--- src/rtl/dmc_pkg.sv ---
package dmc_pkg;
    localparam int unsigned WORD_W   = 32;
    localparam int unsigned ADDR_W   = 32;
    localparam int unsigned BYTE_OFS = 2;

    typedef enum logic {
        ST_LOOKUP = 1'b0,
        ST_REFILL = 1'b1
    } dmc_state_e;

    typedef struct packed {
        logic              req;
        logic              we;
        logic [ADDR_W-1:0] addr;
        logic [WORD_W-1:0] data;
    } mem_cmd_t;

    function automatic logic [ADDR_W-1:0] word_align(input logic [ADDR_W-1:0] a);
        return {a[ADDR_W-1:BYTE_OFS], {BYTE_OFS{1'b0}}};
    endfunction
endpackage

--- src/rtl/dmc_tag_store.sv ---
module dmc_tag_store #(
    parameter int unsigned IDX_W = 4,
    parameter int unsigned TAG_W = 24
) (
    input  logic             clk,
    input  logic             rst,
    input  logic [IDX_W-1:0] lk_idx,
    input  logic [TAG_W-1:0] lk_tag,
    input  logic             upd_en,
    output logic             hit
);
    localparam int unsigned LINES = 1 << IDX_W;

    logic [LINES-1:0] valid_q;
    logic [TAG_W-1:0] tag_q [LINES];

    always_ff @(posedge clk) begin
        if (rst)
            valid_q <= '0;
        else if (upd_en)
            valid_q[lk_idx] <= 1'b1;
    end

    always_ff @(posedge clk) begin
        if (upd_en)
            tag_q[lk_idx] <= lk_tag;
    end

    assign hit = valid_q[lk_idx] && (tag_q[lk_idx] == lk_tag);

    // nothing hits in the first cycle after reset
    p_reset_invalid_r2: assert property (@(posedge clk) disable iff (rst)
        $past(rst) |-> !hit);
endmodule

--- src/rtl/dmc_data_store.sv ---
module dmc_data_store #(
    parameter int unsigned IDX_W  = 4,
    parameter int unsigned WOFS_W = 2
) (
    input  logic              clk,
    input  logic [IDX_W-1:0]  idx,
    input  logic [WOFS_W-1:0] rd_woff,
    output logic [31:0]       rd_data,
    input  logic              wr_en,
    input  logic [WOFS_W-1:0] wr_woff,
    input  logic [31:0]       wr_data
);
    localparam int unsigned ENTRIES = 1 << (IDX_W + WOFS_W);

    logic [31:0] words_q [ENTRIES];

    always_ff @(posedge clk) begin
        if (wr_en)
            words_q[{idx, wr_woff}] <= wr_data;
    end

    assign rd_data = words_q[{idx, rd_woff}];
endmodule

--- src/rtl/dmc_ctrl.sv ---
module dmc_ctrl
    import dmc_pkg::*;
#(
    parameter int unsigned WOFS_W = 2
) (
    input  logic              clk,
    input  logic              rst,
    input  logic              cpu_req,
    input  logic              cpu_we,
    input  logic              hit,
    input  logic              mem_ready,
    output logic              cpu_stall,
    output logic              refill,
    output logic              refill_last,
    output logic [WOFS_W-1:0] beat,
    output logic              mem_req,
    output logic              mem_we
);
    localparam logic [WOFS_W-1:0] LAST_BEAT = '1;

    dmc_state_e        state_q;
    logic [WOFS_W-1:0] beat_q;
    logic              wt_go;

    always_comb begin
        refill      = (state_q == ST_REFILL);
        refill_last = refill && mem_ready && (beat_q == LAST_BEAT);
        wt_go       = !refill && cpu_req && cpu_we && hit;
        mem_req     = refill || wt_go;
        mem_we      = wt_go;
        cpu_stall   = cpu_req && (refill || !hit || (cpu_we && !mem_ready));
        beat        = beat_q;
    end

    always_ff @(posedge clk) begin
        if (rst) begin
            state_q <= ST_LOOKUP;
            beat_q  <= '0;
        end else begin
            case (state_q)
                ST_LOOKUP: begin
                    if (cpu_req && !hit) begin
                        state_q <= ST_REFILL;
                        beat_q  <= '0;
                    end
                end
                default: begin
                    if (mem_ready) begin
                        beat_q <= beat_q + 1'b1;
                        if (beat_q == LAST_BEAT)
                            state_q <= ST_LOOKUP;
                    end
                end
            endcase
        end
    end

    // a detected miss starts a refill at beat zero
    p_miss_starts_refill_r4: assert property (@(posedge clk) disable iff (rst)
        (!refill && cpu_req && !hit) |=> (refill && beat_q == '0));

    // each accepted beat advances the word counter by one
    p_beat_step_r5: assert property (@(posedge clk) disable iff (rst)
        (refill && mem_ready && !refill_last) |=> (refill && beat_q == $past(beat_q) + 1'b1));

    // a stalled beat holds its position
    p_beat_hold_r5: assert property (@(posedge clk) disable iff (rst)
        (refill && !mem_ready) |=> (refill && $stable(beat_q)));
endmodule

--- src/rtl/dm_wt_cache.sv ---
module dm_wt_cache
    import dmc_pkg::*;
#(
    parameter int unsigned LOG2_WORDS = 6,
    parameter int unsigned LOG2_BLOCK = 2
) (
    input  logic        clk,
    input  logic        rst,
    input  logic        cpu_req,
    input  logic        cpu_we,
    input  logic [31:0] cpu_addr,
    input  logic [31:0] cpu_wdata,
    output logic [31:0] cpu_rdata,
    output logic        cpu_stall,
    output logic        mem_req,
    output logic        mem_we,
    output logic [31:0] mem_addr,
    output logic [31:0] mem_wdata,
    input  logic [31:0] mem_rdata,
    input  logic        mem_ready
);
    localparam int unsigned IDX_W  = LOG2_WORDS - LOG2_BLOCK;
    localparam int unsigned TAG_W  = 30 - LOG2_WORDS;
    localparam int unsigned IDX_LO = BYTE_OFS + LOG2_BLOCK;
    localparam int unsigned TAG_LO = BYTE_OFS + LOG2_WORDS;

    logic [LOG2_BLOCK-1:0] woff, beat;
    logic [IDX_W-1:0]      idx;
    logic [TAG_W-1:0]      tag;
    logic                  hit, refill, refill_last, ds_we;
    logic                  c_req, c_we;
    mem_cmd_t              cmd;

    assign woff = cpu_addr[IDX_LO-1:BYTE_OFS];
    assign idx  = cpu_addr[TAG_LO-1:IDX_LO];
    assign tag  = cpu_addr[ADDR_W-1:TAG_LO];

    dmc_ctrl #(.WOFS_W(LOG2_BLOCK)) u_ctrl (
        .clk         (clk),
        .rst         (rst),
        .cpu_req     (cpu_req),
        .cpu_we      (cpu_we),
        .hit         (hit),
        .mem_ready   (mem_ready),
        .cpu_stall   (cpu_stall),
        .refill      (refill),
        .refill_last (refill_last),
        .beat        (beat),
        .mem_req     (c_req),
        .mem_we      (c_we)
    );

    dmc_tag_store #(.IDX_W(IDX_W), .TAG_W(TAG_W)) u_tags (
        .clk    (clk),
        .rst    (rst),
        .lk_idx (idx),
        .lk_tag (tag),
        .upd_en (refill_last),
        .hit    (hit)
    );

    assign ds_we = mem_ready && (refill || c_we);

    dmc_data_store #(.IDX_W(IDX_W), .WOFS_W(LOG2_BLOCK)) u_data (
        .clk     (clk),
        .idx     (idx),
        .rd_woff (woff),
        .rd_data (cpu_rdata),
        .wr_en   (ds_we),
        .wr_woff (refill ? beat : woff),
        .wr_data (refill ? mem_rdata : cpu_wdata)
    );

    always_comb begin
        cmd.req  = c_req;
        cmd.we   = c_we;
        cmd.addr = refill ? {tag, idx, beat, {BYTE_OFS{1'b0}}} : word_align(cpu_addr);
        cmd.data = cpu_wdata;
    end

    assign mem_req   = cmd.req;
    assign mem_we    = cmd.we;
    assign mem_addr  = cmd.addr;
    assign mem_wdata = cmd.data;

    // after the final beat, the held address hits
    p_refill_then_hit_r5: assert property (@(posedge clk) disable iff (rst)
        refill_last |=> (!$stable(cpu_addr) || hit));

    // a completed write went to memory with its address and data
    p_write_through_r6: assert property (@(posedge clk) disable iff (rst)
        (cpu_req && cpu_we && !cpu_stall) |->
            (mem_req && mem_we && mem_ready &&
             mem_addr[31:2] == cpu_addr[31:2] && mem_wdata == cpu_wdata));

    // a finished write is visible to a following read of the same word
    p_write_visible_r6: assert property (@(posedge clk) disable iff (rst)
        (cpu_req && cpu_we && !cpu_stall) |=>
            (cpu_addr != $past(cpu_addr) || cpu_rdata == $past(cpu_wdata)));
endmodule

--- config.mk ---
export PLATFORM = sky130hd
export DESIGN_NAME = dm_wt_cache
export DESIGN_NICKNAME = d
export VERILOG_FILES = /design/src/rtl/dmc_pkg.sv /design/src/rtl/dmc_tag_store.sv /design/src/rtl/dmc_data_store.sv /design/src/rtl/dmc_ctrl.sv /design/src/rtl/dm_wt_cache.sv
export SDC_FILE = /design/constraint.sdc
export NUM_CORES = 2
export LEC_CHECK = 0
export ABC_AREA = 1
export ABC_CLOCK_PERIOD_IN_PS = 8900
export BUFFER_PORTS_ARGS = -buffer_cell sky130_fd_sc_hd__buf_2
export CAP_MARGIN = 20
export CORE_MARGIN = 2
export CORE_UTILIZATION = 50
export CTS_BUF_LIST = sky130_fd_sc_hd__clkbuf_8 sky130_fd_sc_hd__clkbuf_16
export CTS_CLUSTER_SIZE = 16
export DETAILED_ROUTE_END_ITERATION = 16
export GPL_ROUTABILITY_DRIVEN = 0
export PLACE_DENSITY = 0.66
export SYNTH_ARGS = -nofsm -noshare
export SYNTH_HDL_FRONTEND = slang
export SYNTH_HIERARCHICAL = 1
export SYNTH_SLANG_ARGS = --single-unit
--- constraint.sdc ---
create_clock -name clk -period 8.9 [get_ports clk]
set_input_delay 2.67 -clock clk [delete_from_list [all_inputs] [get_ports clk]]
set_output_delay 2.67 -clock clk [all_outputs]
set_load 0.01 [all_outputs]
==> impl_metrics.json <==
{
  "run_status": "finished, final reports clean",
  "layout_common_cells": "edfxtp_1, nand2_1, nor2_1, nand3_1, o21ai_0",
  "grt_max_degree": 210,
  "r2r-start": "u_tags/tag_q[5][20]$_DFFE_PP_",
  "cts_tree": "yes",
  "worstSetupPathType": "in -> out",
  "fin_skew_ps": 118,
  "clock.fmax_ghz": 0.120,
  "die_y_um": 452,
  "dp_cells": 11189,
  "r2r_setup_slack_ps": 4480,
  "viasPerCell": 5.74,
  "place.detailed.hpwl_um": 159000,
  "p_per_area_nw_per_um2": 216,
  "grt_pass1_wl_um": 412000,
  "critPathLaunchType": "input pin",
  "hold_path_depth": 2,
  "pre_cts_ws_ps": 691,
  "worstMarginPinSlew_ps": 1150,
  "ir_drop_mv": 0.199,
  "wire_per_inst_um": 24.4,
  "p_leak_nw": 40.5,
  "netlist_area_um2": 100000,
  "postCtsHoldBufs": 0,
  "synth-edff-count": 2432,
  "drt_iter0_drc": 9210,
  "yosys.area.top_type": "edfxtp_1",
  "numClockSinks": 2451,
  "nets": 8878,
  "io_pins": 200,
  "synthDistinctLibCells": 29,
  "antenna_found_initial": 9,
  "mostFrequentLayoutCell": "edfxtp_1",
  "hp-class": "reg -> reg",
  "avgSynthCellArea_um2": 11.7,
  "synth.top_cell.area_share_pct": 72.7,
  "crit_arrival_ps": 5650,
  "setup_violations": 0,
  "postRouteAntennaNets": 0,
  "rows": 164,
  "fin_crit_ps": 8320,
  "yosys_warnings": 6,
  "grt_pass1_vias": 62730,
  "vias": 66872,
  "drcViolationCount": 0,
  "fin_crit_sh_pct": 93.4,
  "drt-met1-wl_um": 111000,
  "grtUsageTotal_pct": 27.3,
  "wl_um": 284000,
  "async_flop_share_pct": 0,
  "path_clk_slew_ps": 60,
  "reg2reg_to": "u_data/words_q[4][31]$_DFFE_PP_",
  "path_max_fanout": 57,
  "setup-tns-final_ps": 0,
  "routed.top_layer": "met5",
  "synthTopCellsByArea": "edfxtp_1, nand2_1, nor2_1",
  "layout_setup_ws_ps": 584,
  "finalHoldViolations": 0,
  "post_cts_resized": 0,
  "seq_area_frac_synth_pct": 73.1,
  "worstPathRequired_ps": 6230,
  "die_x_um": 452,
  "netlist_instances": 8598,
  "synth_flop_cell": "edfxtp_1",
  "drv_slew": 0,
  "dr_wl_met2_um": 134000,
  "reg2reg_depth": 24,
  "numCtsBuffers": 238,
  "io_buffers": 195,
  "cts-htree-levels": 4,
  "wl_met3_um": 26600,
  "initial_core_util_pct": 50.3,
  "coreArea_um2": 200000,
  "placed_area_um2": 105000,
  "end_kind": "output port",
  "gr-total-overflow": 0,
  "fin_util_pct": 56.7,
  "die-area_um2": 205000,
  "rsz0062_at_grt": "false",
  "maxCapViolCount": 0,
  "hold_start": "u_tags/valid_q[7]$_SDFFE_PP0P_",
  "post_cts_buffers": 0,
  "first_pass_iters": 6,
  "root_buffer": "clkbuf_16",
  "clockBufferDepth": 3,
  "slew_headroom_pct": 23.2,
  "clk_latency_ps": 910,
  "instances_no_fill": 11648,
  "ys_ff_latch": 2451,
  "final_area_um2": 113000,
  "area_delta_synth_final_pct": 12.7,
  "min_to": "u_tags/valid_q[7]$_SDFFE_PP0P_",
  "drive_above_1_share_pct": 11.0
}
-- worst max-delay path by stage --
stage                   end         from  slack [ps]  depth (start not counted)
4_1_cts              mem_we  cpu_addr[5]         660                         17
3_3_place_gp   cpu_rdata[2]  cpu_addr[4]         690                          9
2_1_floorplan        mem_we  cpu_addr[4]        1900                         18
3_5_place_dp         mem_we  cpu_addr[5]         690                         17
5_1_grt              mem_we  cpu_addr[4]         440                         20
6_report       cpu_rdata[2]  cpu_addr[4]         580                          9
-- power breakdown --
group          switching (mW)  total (mW)  internal [mW]
Clock                    4.35        9.96           5.61
Sequential            0.00703        12.8           12.8
Combinational            1.25        1.66          0.405
-- critical path, stage by stage --
cell and delay, ps:
buf_8 270, buf_4 540, buf_4 790, nand3_1 160
nand3_1 170, nand2_1 290, a21oi_1 330, nand2_1 160
buf_2 170
-- routing by layer --
metal	vias to the layer above	GRT usage [%]
met2	3536	43.6
met5	-	0
met1	32573	37.3
met3	581	4.23
met4	2	12.0
li1	30180	-
-- registers in the layout, summed over array words and instances (netlist names) --
signal,flops
u_ctrl/beat,2
u_data/words_q,2048
u_tags/tag_q,384
u_ctrl/refill,1
u_tags/valid_q,16
-- synthesized netlist by cell type (6+ instances only) --
| master | count |
|---|---|
| nor2_1 | 1786 |
| buf_2 | 158 |
| clkbuf_1 | 116 |
| inv_1 | 167 |
| o211ai_1 | 145 |
| o21ai_0 | 640 |
| a21oi_1 | 14 |
| o21ai_1 | 215 |
| o21bai_1 | 12 |
| nand4_1 | 6 |
| buf_6 | 93 |
| nand2_1 | 1828 |
| nand2_2 | 11 |
| buf_4 | 97 |
| edfxtp_1 | 2432 |
| dfxtp_1 | 19 |
| buf_1 | 95 |
| nand3_1 | 742 |
-- stage by stage --
step	total power, mW	hold WS, ps
after detailed placement	14.7	458
after CTS	24.5	472
after floorplan	14.1	431
after global routing	25.1	498
after global placement	14.7	441
final	24.5	468
-- layout make-up --
class | instances | area [um^2]
multi-input combinational | 5412 | 23700
inverter | 175 | 699
fill | 15884 | 86400
clock buffer | 240 | 6010
sequential | 2451 | 73400
tap | 2656 | 3320
antenna | 4 | 10.0
clock inverter | 212 | 1750
timing repair buffer | 498 | 4370
-- logic make-up after synthesis --
family                   Yosys count  synth area share, %
AO/OA/AOI/OAI                   1027                 5.51
adder cells (fa/ha/maj)            1               0.0125
buffers and inverters            736                 4.04
flip-flops                      2451                 73.1
other                              1              0.00373
AND/OR/NAND/NOR                 4382                 17.4
No activity file was read; power rests on OpenSTA's default activity.
